==> config.mk <==
export PLATFORM = sky130hd
export DESIGN_NAME = mss_start_seq
export DESIGN_NICKNAME = d
export VERILOG_FILES = /design/src/rtl/mss_pkg.sv /design/src/rtl/mss_cycle_timer.sv /design/src/rtl/mss_gate_map.sv /design/src/rtl/mss_start_seq.sv
export SDC_FILE = /design/constraint.sdc
export NUM_CORES = 1
export LEC_CHECK = 0
export BUFFER_PORTS_ARGS = -buffer_cell sky130_fd_sc_hd__buf_2
export CORE_MARGIN = 2
export CORE_UTILIZATION = 40
export CTS_CLUSTER_SIZE = 10
export DETAILED_ROUTE_END_ITERATION = 10
export PLACE_DENSITY = 0.66
export SYNTH_ARGS = -nofsm -noshare
export SYNTH_HDL_FRONTEND = slang
export SYNTH_SLANG_ARGS = --single-unit
export TNS_END_PERCENT = 50
==> constraint.sdc <==
create_clock -name clk -period 3.4 [get_ports clk]
set_input_delay 0.17 -clock clk [delete_from_list [all_inputs] [get_ports clk]]
set_output_delay 0.17 -clock clk [all_outputs]
set_load 0.02 [all_outputs]
==> src/rtl/mss_pkg.sv <==
package mss_pkg;

    typedef enum logic [4:0] {
        ST_POWER_ON     = 5'd0,
        ST_SLEEP        = 5'd1,
        ST_ISD_GATE     = 5'd2,
        ST_MOTION_CHK   = 5'd3,
        ST_DIR_CHK      = 5'd4,
        ST_RESYNC_GATE  = 5'd5,
        ST_STAT_CHK     = 5'd6,
        ST_COAST        = 5'd7,
        ST_SBRK_GATE    = 5'd8,
        ST_SBRK_RUN     = 5'd9,
        ST_RVS_GATE     = 5'd10,
        ST_RVS_CL_DECEL = 5'd11,
        ST_RVS_OL_DECEL = 5'd12,
        ST_FWD_OL_ACCEL = 5'd13,
        ST_HIZ_GATE     = 5'd14,
        ST_HIZ_RUN      = 5'd15,
        ST_BRK_GATE     = 5'd16,
        ST_BRK_RUN      = 5'd17,
        ST_STARTUP      = 5'd18,
        ST_CLOSED_LOOP  = 5'd19
    } mss_state_e;

    localparam int unsigned N_PHASE = 3;
    localparam int unsigned GATE_W  = 2 * N_PHASE;

endpackage

==> src/rtl/mss_cycle_timer.sv <==
module mss_cycle_timer #(
    parameter int unsigned CNT_W = 20
) (
    input  logic             clk,
    input  logic             rst,
    input  logic             run,
    input  logic             tick,
    input  logic [CNT_W-1:0] limit,
    output logic             done
);

    logic [CNT_W-1:0] cnt_q;

    // Counter is held at zero outside a timed routine, so every
    // routine starts counting from its first strobe.
    always_ff @(posedge clk) begin
        if (rst || !run) begin
            cnt_q <= '0;
        end else if (tick) begin
            cnt_q <= cnt_q + 1'b1;
        end
    end

    assign done = run && tick && (cnt_q == limit);

endmodule

==> src/rtl/mss_gate_map.sv <==
module mss_gate_map #(
    parameter int unsigned N_PH = 3
) (
    input  logic            drive_lo,
    input  logic            drive_hi,
    output logic [2*N_PH-1:0] gates
);

    logic hi_ok;
    logic lo_ok;

    // Low-side request wins; the two sides of a phase are exclusive.
    always_comb begin
        lo_ok = drive_lo;
        hi_ok = drive_hi && !drive_lo;
    end

    // Bit 2p+1 is the high side and bit 2p the low side of phase p,
    // counted from the least significant pair (phase C).
    for (genvar p = 0; p < N_PH; p++) begin : g_phase
        assign gates[2*p+1] = hi_ok;
        assign gates[2*p]   = lo_ok;
    end

endmodule

==> src/rtl/mss_start_seq.sv <==
module mss_start_seq
    import mss_pkg::*;
#(
    parameter int unsigned CMD_W        = 16,
    parameter int unsigned TIME_W       = 20,
    parameter int unsigned COAST_CYCLES = 200000
) (
    input  logic              clk,
    input  logic              rst,
    input  logic [CMD_W-1:0]  cmd,
    input  logic              pwm_tick,
    input  logic              cfg_isd_en,
    input  logic              cfg_resync_en,
    input  logic              cfg_rvs_en,
    input  logic              cfg_hiz_en,
    input  logic              cfg_brk_en,
    input  logic              cfg_brk_hs,
    input  logic              cfg_sbrk_en,
    input  logic [TIME_W-1:0] cfg_hiz_time,
    input  logic [TIME_W-1:0] cfg_brk_time,
    input  logic [TIME_W-1:0] cfg_sbrk_time,
    input  logic              bemf_lt_stat,
    input  logic              bemf_gt_resync,
    input  logic              dir_rev,
    input  logic              rvs_above_min,
    input  logic              rvs_zero,
    output logic [5:0]        gate_o,
    output logic [4:0]        state_o
);

    localparam int unsigned COAST_W = $clog2(COAST_CYCLES + 1);
    localparam int unsigned CNT_W   = (TIME_W > COAST_W) ? TIME_W : COAST_W;
    localparam logic [CNT_W-1:0] COAST_LIM = CNT_W'(COAST_CYCLES - 1);

    mss_state_e       state_q;
    mss_state_e       state_d;
    logic             cmd_zero;
    logic             tmr_run;
    logic             tmr_done;
    logic [CNT_W-1:0] tmr_limit;
    logic             drv_lo;
    logic             drv_hi;
    logic [GATE_W-1:0] gates_w;

    assign cmd_zero = (cmd == '0);

    // ---------------- shared routine timer ----------------
    always_comb begin
        tmr_run   = 1'b0;
        tmr_limit = '0;
        unique case (state_q)
            ST_COAST: begin
                tmr_run   = 1'b1;
                tmr_limit = COAST_LIM;
            end
            ST_SBRK_RUN: begin
                tmr_run   = 1'b1;
                tmr_limit = CNT_W'(cfg_sbrk_time);
            end
            ST_HIZ_RUN: begin
                tmr_run   = 1'b1;
                tmr_limit = CNT_W'(cfg_hiz_time);
            end
            ST_BRK_RUN: begin
                tmr_run   = 1'b1;
                tmr_limit = CNT_W'(cfg_brk_time);
            end
            default: begin
                tmr_run   = 1'b0;
                tmr_limit = '0;
            end
        endcase
    end

    mss_cycle_timer #(
        .CNT_W (CNT_W)
    ) u_timer (
        .clk   (clk),
        .rst   (rst),
        .run   (tmr_run),
        .tick  (pwm_tick),
        .limit (tmr_limit),
        .done  (tmr_done)
    );

    // ---------------- next-state decisions ----------------
    always_comb begin
        state_d = state_q;
        unique case (state_q)
            ST_POWER_ON:     state_d = ST_SLEEP;
            ST_SLEEP:        state_d = cmd_zero ? ST_SLEEP : ST_ISD_GATE;
            ST_ISD_GATE:     state_d = cfg_isd_en ? ST_MOTION_CHK : ST_BRK_GATE;
            ST_MOTION_CHK:   state_d = bemf_lt_stat ? ST_STAT_CHK : ST_DIR_CHK;
            ST_DIR_CHK:      state_d = dir_rev ? ST_RVS_GATE : ST_RESYNC_GATE;
            ST_RESYNC_GATE: begin
                if (!cfg_resync_en)      state_d = ST_HIZ_GATE;
                else if (bemf_gt_resync) state_d = ST_CLOSED_LOOP;
                else                     state_d = ST_STAT_CHK;
            end
            ST_STAT_CHK:     state_d = bemf_lt_stat ? ST_SBRK_GATE : ST_COAST;
            ST_COAST: begin
                if (bemf_lt_stat || tmr_done) state_d = ST_SBRK_GATE;
            end
            ST_SBRK_GATE:    state_d = cfg_sbrk_en ? ST_SBRK_RUN : ST_STARTUP;
            ST_SBRK_RUN: begin
                if (tmr_done) state_d = ST_STARTUP;
            end
            ST_RVS_GATE:     state_d = cfg_rvs_en ? ST_RVS_CL_DECEL : ST_HIZ_GATE;
            ST_RVS_CL_DECEL: begin
                if (!rvs_above_min) state_d = ST_RVS_OL_DECEL;
            end
            ST_RVS_OL_DECEL: begin
                if (rvs_zero) state_d = ST_FWD_OL_ACCEL;
            end
            ST_FWD_OL_ACCEL: state_d = ST_FWD_OL_ACCEL;
            ST_HIZ_GATE:     state_d = cfg_hiz_en ? ST_HIZ_RUN : ST_BRK_GATE;
            ST_HIZ_RUN: begin
                if (tmr_done) state_d = ST_BRK_GATE;
            end
            ST_BRK_GATE:     state_d = cfg_brk_en ? ST_BRK_RUN : ST_STARTUP;
            ST_BRK_RUN: begin
                if (tmr_done) state_d = ST_STARTUP;
            end
            ST_STARTUP:      state_d = ST_STARTUP;
            ST_CLOSED_LOOP:  state_d = ST_CLOSED_LOOP;
            default:         state_d = ST_SLEEP;
        endcase
        // A zero command overrides every decision except leaving power-on,
        // whose only exit is sleep anyway.
        if (cmd_zero) state_d = ST_SLEEP;
    end

    // ---------------- state register ----------------
    always_ff @(posedge clk) begin
        if (rst) begin
            state_q <= ST_POWER_ON;
        end else begin
            state_q <= state_d;
        end
    end

    // ---------------- outputs ----------------
    always_comb begin
        drv_lo = 1'b0;
        drv_hi = 1'b0;
        unique case (state_q)
            ST_SBRK_RUN: drv_lo = 1'b1;
            ST_BRK_RUN: begin
                drv_hi = cfg_brk_hs;
                drv_lo = !cfg_brk_hs;
            end
            default: begin
                drv_lo = 1'b0;
                drv_hi = 1'b0;
            end
        endcase
    end

    mss_gate_map #(
        .N_PH (N_PHASE)
    ) u_gates (
        .drive_lo (drv_lo),
        .drive_hi (drv_hi),
        .gates    (gates_w)
    );

    assign gate_o  = gates_w;
    assign state_o = state_q;

endmodule

======== After elaboration in Yosys (flattened, before gate mapping) ========
Cells that the tools add are included.
word-level totals
  ROM bits ................................ 0
  word-level logic and storage cells ...... 69
  bits of input ports ..................... 91
  memories ................................ 0
  flip-flop bits (word level) ............. 25
  latch bits .............................. 0
  output and inout bits ................... 11
  RAM bits ................................ 0
cells by class
  divide/modulo/power cells ............... 0
  mux-type cells .......................... 21
  shift-type cells ........................ 0
  reduce and logical (&&, ||, !) cells .... 14
  bitwise operators ....................... 0
  equal/unequal tests ..................... 30
  order comparisons ....................... 0
  $mul .................................... 0
  add/sub/neg operators ................... 1
operators with widths
  operator               count
  $pmux 5 s18            1
  $pmux 20 s4            1
  $mux 5                 10
  $eq 5x4->1 const B     8
  $add 20x1->20 const B  1
  $eq 20x20->1           1
  $eq 5x3->1 const B     4
  $eq 5x5->1 const B     4
  $logic_not 16->1       1
  $ne 3x3->1 const B     4
  $eq 5x2->1 const B     2
  $reduce_and 5->1       2
  $mux 4                 2
  $ne 2x2->1 const B     4
  $eq 5x1->1 const B     1
  $mux 2                 2
  $reduce_or 2->1        2
  $reduce_or 4->1        1
  $logic_and 1x1->1      3
  $logic_not 1->1        3
  $mux 1                 3
  $mux 3                 1
  $ne 3x1->1 const B     1
  $logic_or 1x1->1       2
  other kinds (2)        2

======== Longest topological paths before layout ========
  depth in word-level cells ............... 9
  depth in mapped cells ................... 10
  depth with buffers taken out ............ 7

======== Modules after synthesis ========
Synthesis repeated with hierarchy kept, for this count alone.
second synthesis, totals
  cell total of the unflattened synthesis .. 310
  area total of the unflattened synthesis .. 2368.5 um2
by module, submodules not included
  module           instances  cells each  area each (um2)
  mss_start_seq    1          173         1169.9
  mss_cycle_timer  1          130         1139.8
  mss_gate_map     1          7           58.8

======== Worst setup path before layout ========
Ideal clock, no wire load.
  path type ............................... reg-to-reg
  start ................................... register state_q[4] (netlist: state_o[4])
  end ..................................... register state_q[0] (netlist: state_o[0])
  stages on the path, launching flop included .. 9
  library setup time ...................... 120 ps
  required time ........................... 3280 ps
  slack ................................... 896 ps
  path buffers ............................ 1
  data arrival time ....................... 2385 ps
  path through ............................ dfxtp_1 buf_2 nor2b_1 a22o_1 a221o_1 a2111o_1 nor4_4 a21oi_2 o31a_1
on the way
  cells in the longest elaborated chain, start to end .. 8
ends and longest elaborated chain
  element                                                              RTL line              source
  from (decl)                                                          mss_start_seq.sv:35   mss_state_e state_q;
  from (signal assigned)                                               mss_start_seq.sv:138  state_q <= state_d;
  parallel branches: the longest is 8 deep, another holds $pmux 20 s4  --
Several ways; the timed one is not identified.
A chain may end at the register's enable or synchronous reset.

======== Final worst setup path ========
Ends and elaborated chain as after synthesis.

==> results.py <==
metrics = {
    "outcome": {
        "status": "complete, no violations",
    },
    "setup_path": {
        "cp.required_ps": 3560,
        "critPathLaunchType": "register",
        "critPathLaunch": "state_o[4]",
        "crit_chain": "buf_4 > and3b_1 > a21boi_0 > o221ai_1 > o2111ai_1 > nor4_4 > a21oi_2 > o31a_1",
        "max_stage_delay_ps": 770,
        "r2r_cells": 8,
        "reg2reg_slack_ps": 400,
        "r2r-start": "state_o[4]",
        "end_kind": "register",
        "worst-path-max-fanout": 24,
        "r2r-end": "state_o[0]",
        "worstPathArrival_ps": 3160,
        "slowest_stage": "dfxtp_1",
        "path_class": "reg2reg",
    },
    "clock_tree": {
        "clock_latency_ps": 270,
        "cts.htree.levels": 1,
        "cts_buffers": 3,
        "clk_pin_slew_ps": 80,
        "clockRootBuffer": "clkbuf_8",
        "cts_tree": "built",
        "post-cts-setup-buffer-count": 0,
        "ctsHoldBuffers": 0,
        "post_cts_resized": 0,
        "clk_path_buf_depth": 2,
        "cts.sinks": 25,
    },
    "global_route": {
        "first_global_vias": 2852,
        "overflow": 0,
        "grt_pass1_wl_um": 13700,
        "antenna_found_initial": 0,
        "grt_usage": 0.221,
        "grt_max_degree": 32,
    },
    "finish": {
        "syn_to_final_growth_pct": 19.9,
        "drive_gt1_frac": 0.271,
        "fill_cells": 687,
        "nNetsFinal": 550,
        "antenna_cells": 0,
    },
    "synthesis": {
        "ys_seq_elements": 25,
        "synth.avg_cell_area_um2": 7.40,
        "syn_nets": 470,
        "synthesis.area_um2": 2800,
        "synthArstFlopShare": 0,
        "yosysWarnings": 0,
        "yosys.area.top_type_share": 0.179,
        "yosys.area.top_type": "dfxtp_1",
        "synth_area_leaders": "dfxtp_1 (18%), o21ai_0 (4.5%), and3b_1 (4.4%)",
        "syn_inst": 378,
        "synth-edff-count": 0,
        "ys_seq_area_frac": 0.179,
        "synth_top_flop_cell": "dfxtp_1",
        "yosysUniqueCellTypes": 71,
    },
    "pwr": {
        "powerDensity_nw_per_um2": 405,
        "power.total_w": 0.00136,
        "vdd_ir_drop_max_mv": 0.218,
        "p_leak_nw": 1.41,
    },
    "hold_path": {
        "min_from": "rst",
        "holdPathStages": 3,
        "min_path_type": "in2reg",
        "hold_end": "state_o[0]",
    },
    "timing": {
        "worst_slew_pin_slew_ps": 778,
        "slew_viol_final": 0,
        "grt_setup_unrepaired": "no",
        "timing.final.crit_period_ps": 3000,
        "setup-tns-final_ps": 0,
        "clock_skew_ps": 6.88,
        "setup_viol": 0,
        "fmax_ghz": 0.334,
        "slew_headroom": 0.481,
        "post-route-period-util": 0.881,
        "finalHoldViolations": 0,
    },
    "detailed_routing": {
        "drtIter0Drc": 375,
        "first_pass_iters": 5,
        "via_per_inst": 5.90,
        "drc": 0,
        "post_drt_wl_per_cell_um": 15.6,
        "wl_um": 8640,
        "antenna_left": 0,
        "num_vias": 3264,
    },
    "placed_design": {
        "io_buffers": 101,
        "gp_congestion": 0.847,
        "dp_hpwl_um": 6690,
    },
    "die": {
        "fp.dieArea_um2": 7680,
        "core_area_um2": 6790,
        "start_util": 0.412,
        "io_pins": 102,
        "die_w_um": 87.6,
        "rows": 30,
        "dieHeight_um": 87.6,
    },
    "job": {
        "drv_cap": 0,
    },
}
[synth_stat cells, types with 4 or more instances]
cell type  count
nand2_1       26
dfxtp_1       25
nor2_1        25
o21ai_0       25
nand3_1       22
clkbuf_1      15
and3b_1       14
a31oi_1       13
a21oi_1       11
inv_1         10
and2_1         9
nor2b_1        9
xnor2_1        9
xor2_1         9
and3_1         8
buf_2          8
buf_4          7
nand4_1        7
nor3_1         7
o211a_1        7
a221oi_1       6
a22oi_1        6
nand2b_1       6
nor4_1         6
nand3b_1       5
o22ai_1        5
and4_1         4
mux2i_1        4
o21a_1         4
[sequential cells by signal, summed over array words and instances, names as in the netlist]
name           count
state_o            5
u_timer.cnt_q     20
[area by class of cell]
cell class              count  area (um^2)  share of cell area
clock buffers               3         41.3              0.0123
clock inverters             1         5.00             0.00149
inverters                  10         37.5              0.0112
multi-input cells         308         2080               0.619
flip-flops and latches     25          500               0.149
well taps                  96          120              0.0358
repair buffers            110          573               0.171
[logic make-up after synthesis]
group / share of synthesized area
XOR/XNOR: 0.0564
flip-flops: 0.179
buffers and inverters: 0.0787
adder cells (fa/ha/maj): 0.00447
AO/OA/AOI/OAI: 0.291
AND/OR/NAND/NOR: 0.376
multiplexers: 0.0143
[cell usage in the layout, fill, tap and decap left out, types with 6 or more instances in the layout]
| cell | count |
|---|---|
| xor2_1 | 9 |
| nor3_1 | 7 |
| inv_1 | 10 |
| buf_2 | 101 |
| o21ai_0 | 25 |
| nand4_1 | 7 |
| a221oi_1 | 6 |
| nor2_1 | 25 |
| nand2_1 | 26 |
| nor2b_1 | 9 |
| xnor2_1 | 9 |
| a31oi_1 | 13 |
| a21oi_1 | 11 |
| and3b_1 | 14 |
| and3_1 | 8 |
| a22oi_1 | 6 |
| buf_4 | 9 |
| nand3_1 | 22 |
| nand2b_1 | 6 |
| dfxtp_1 | 25 |
| nor4_1 | 6 |
| o211a_1 | 7 |
| and2_1 | 9 |
[metal layers]
layer / global-route usage / routed length, um / share of wire
met1: 0.328 / 4040 / 0.47
met2: 0.348 / 3830 / 0.44
met3: 0.0302 / 691 / 0.080
met4: 0.0322 / 80 / 0.0093
met5: 0 / 0 / 0
[how the worst max path moves through the flow]
stage / end / slack (ps) / cells past startpoint
3_3_place_gp: state_o[0] / 530 / 8
5_1_grt: state_o[0] / 140 / 8
4_1_cts: state_o[0] / 410 / 8
3_5_place_dp: state_o[0] / 430 / 8
2_1_floorplan: state_o[0] / 900 / 8
6_report: state_o[0] / 400 / 8
[where the power goes]
group / switching [W] / leakage, nW / internal, W
Combinational: 0.000485 / 1.18 / 0.000323
Sequential: 0.0000613 / 0.202 / 0.000313
Clock: 0.0000952 / 0.0255 / 0.0000820
Total: 0.000642 / 1.41 / 0.000717
[worst max-delay path: cells and delay by family, from the launching register on]
family	cells	cell delay, ps
and+or+nand+nor	2	690
AOI/OAI and AO/OA	5	1090
DFF	1	770
buffers and inverters	1	340
[metrics by stage]
step                       util  setup slack [ps]  instances  hold slack (ps)  cell area [um^2]
after CTS                 0.494               414        553              196              3350
after detailed placement  0.487               430        549              480              3310
after global placement    0.487               531        549              483              3310
after floorplan               -               896        378              325              2800
final                     0.494               404        553              198              3350
after global routing      0.494               139        553              213              3350
No activity file was read; power rests on OpenSTA's default activity.
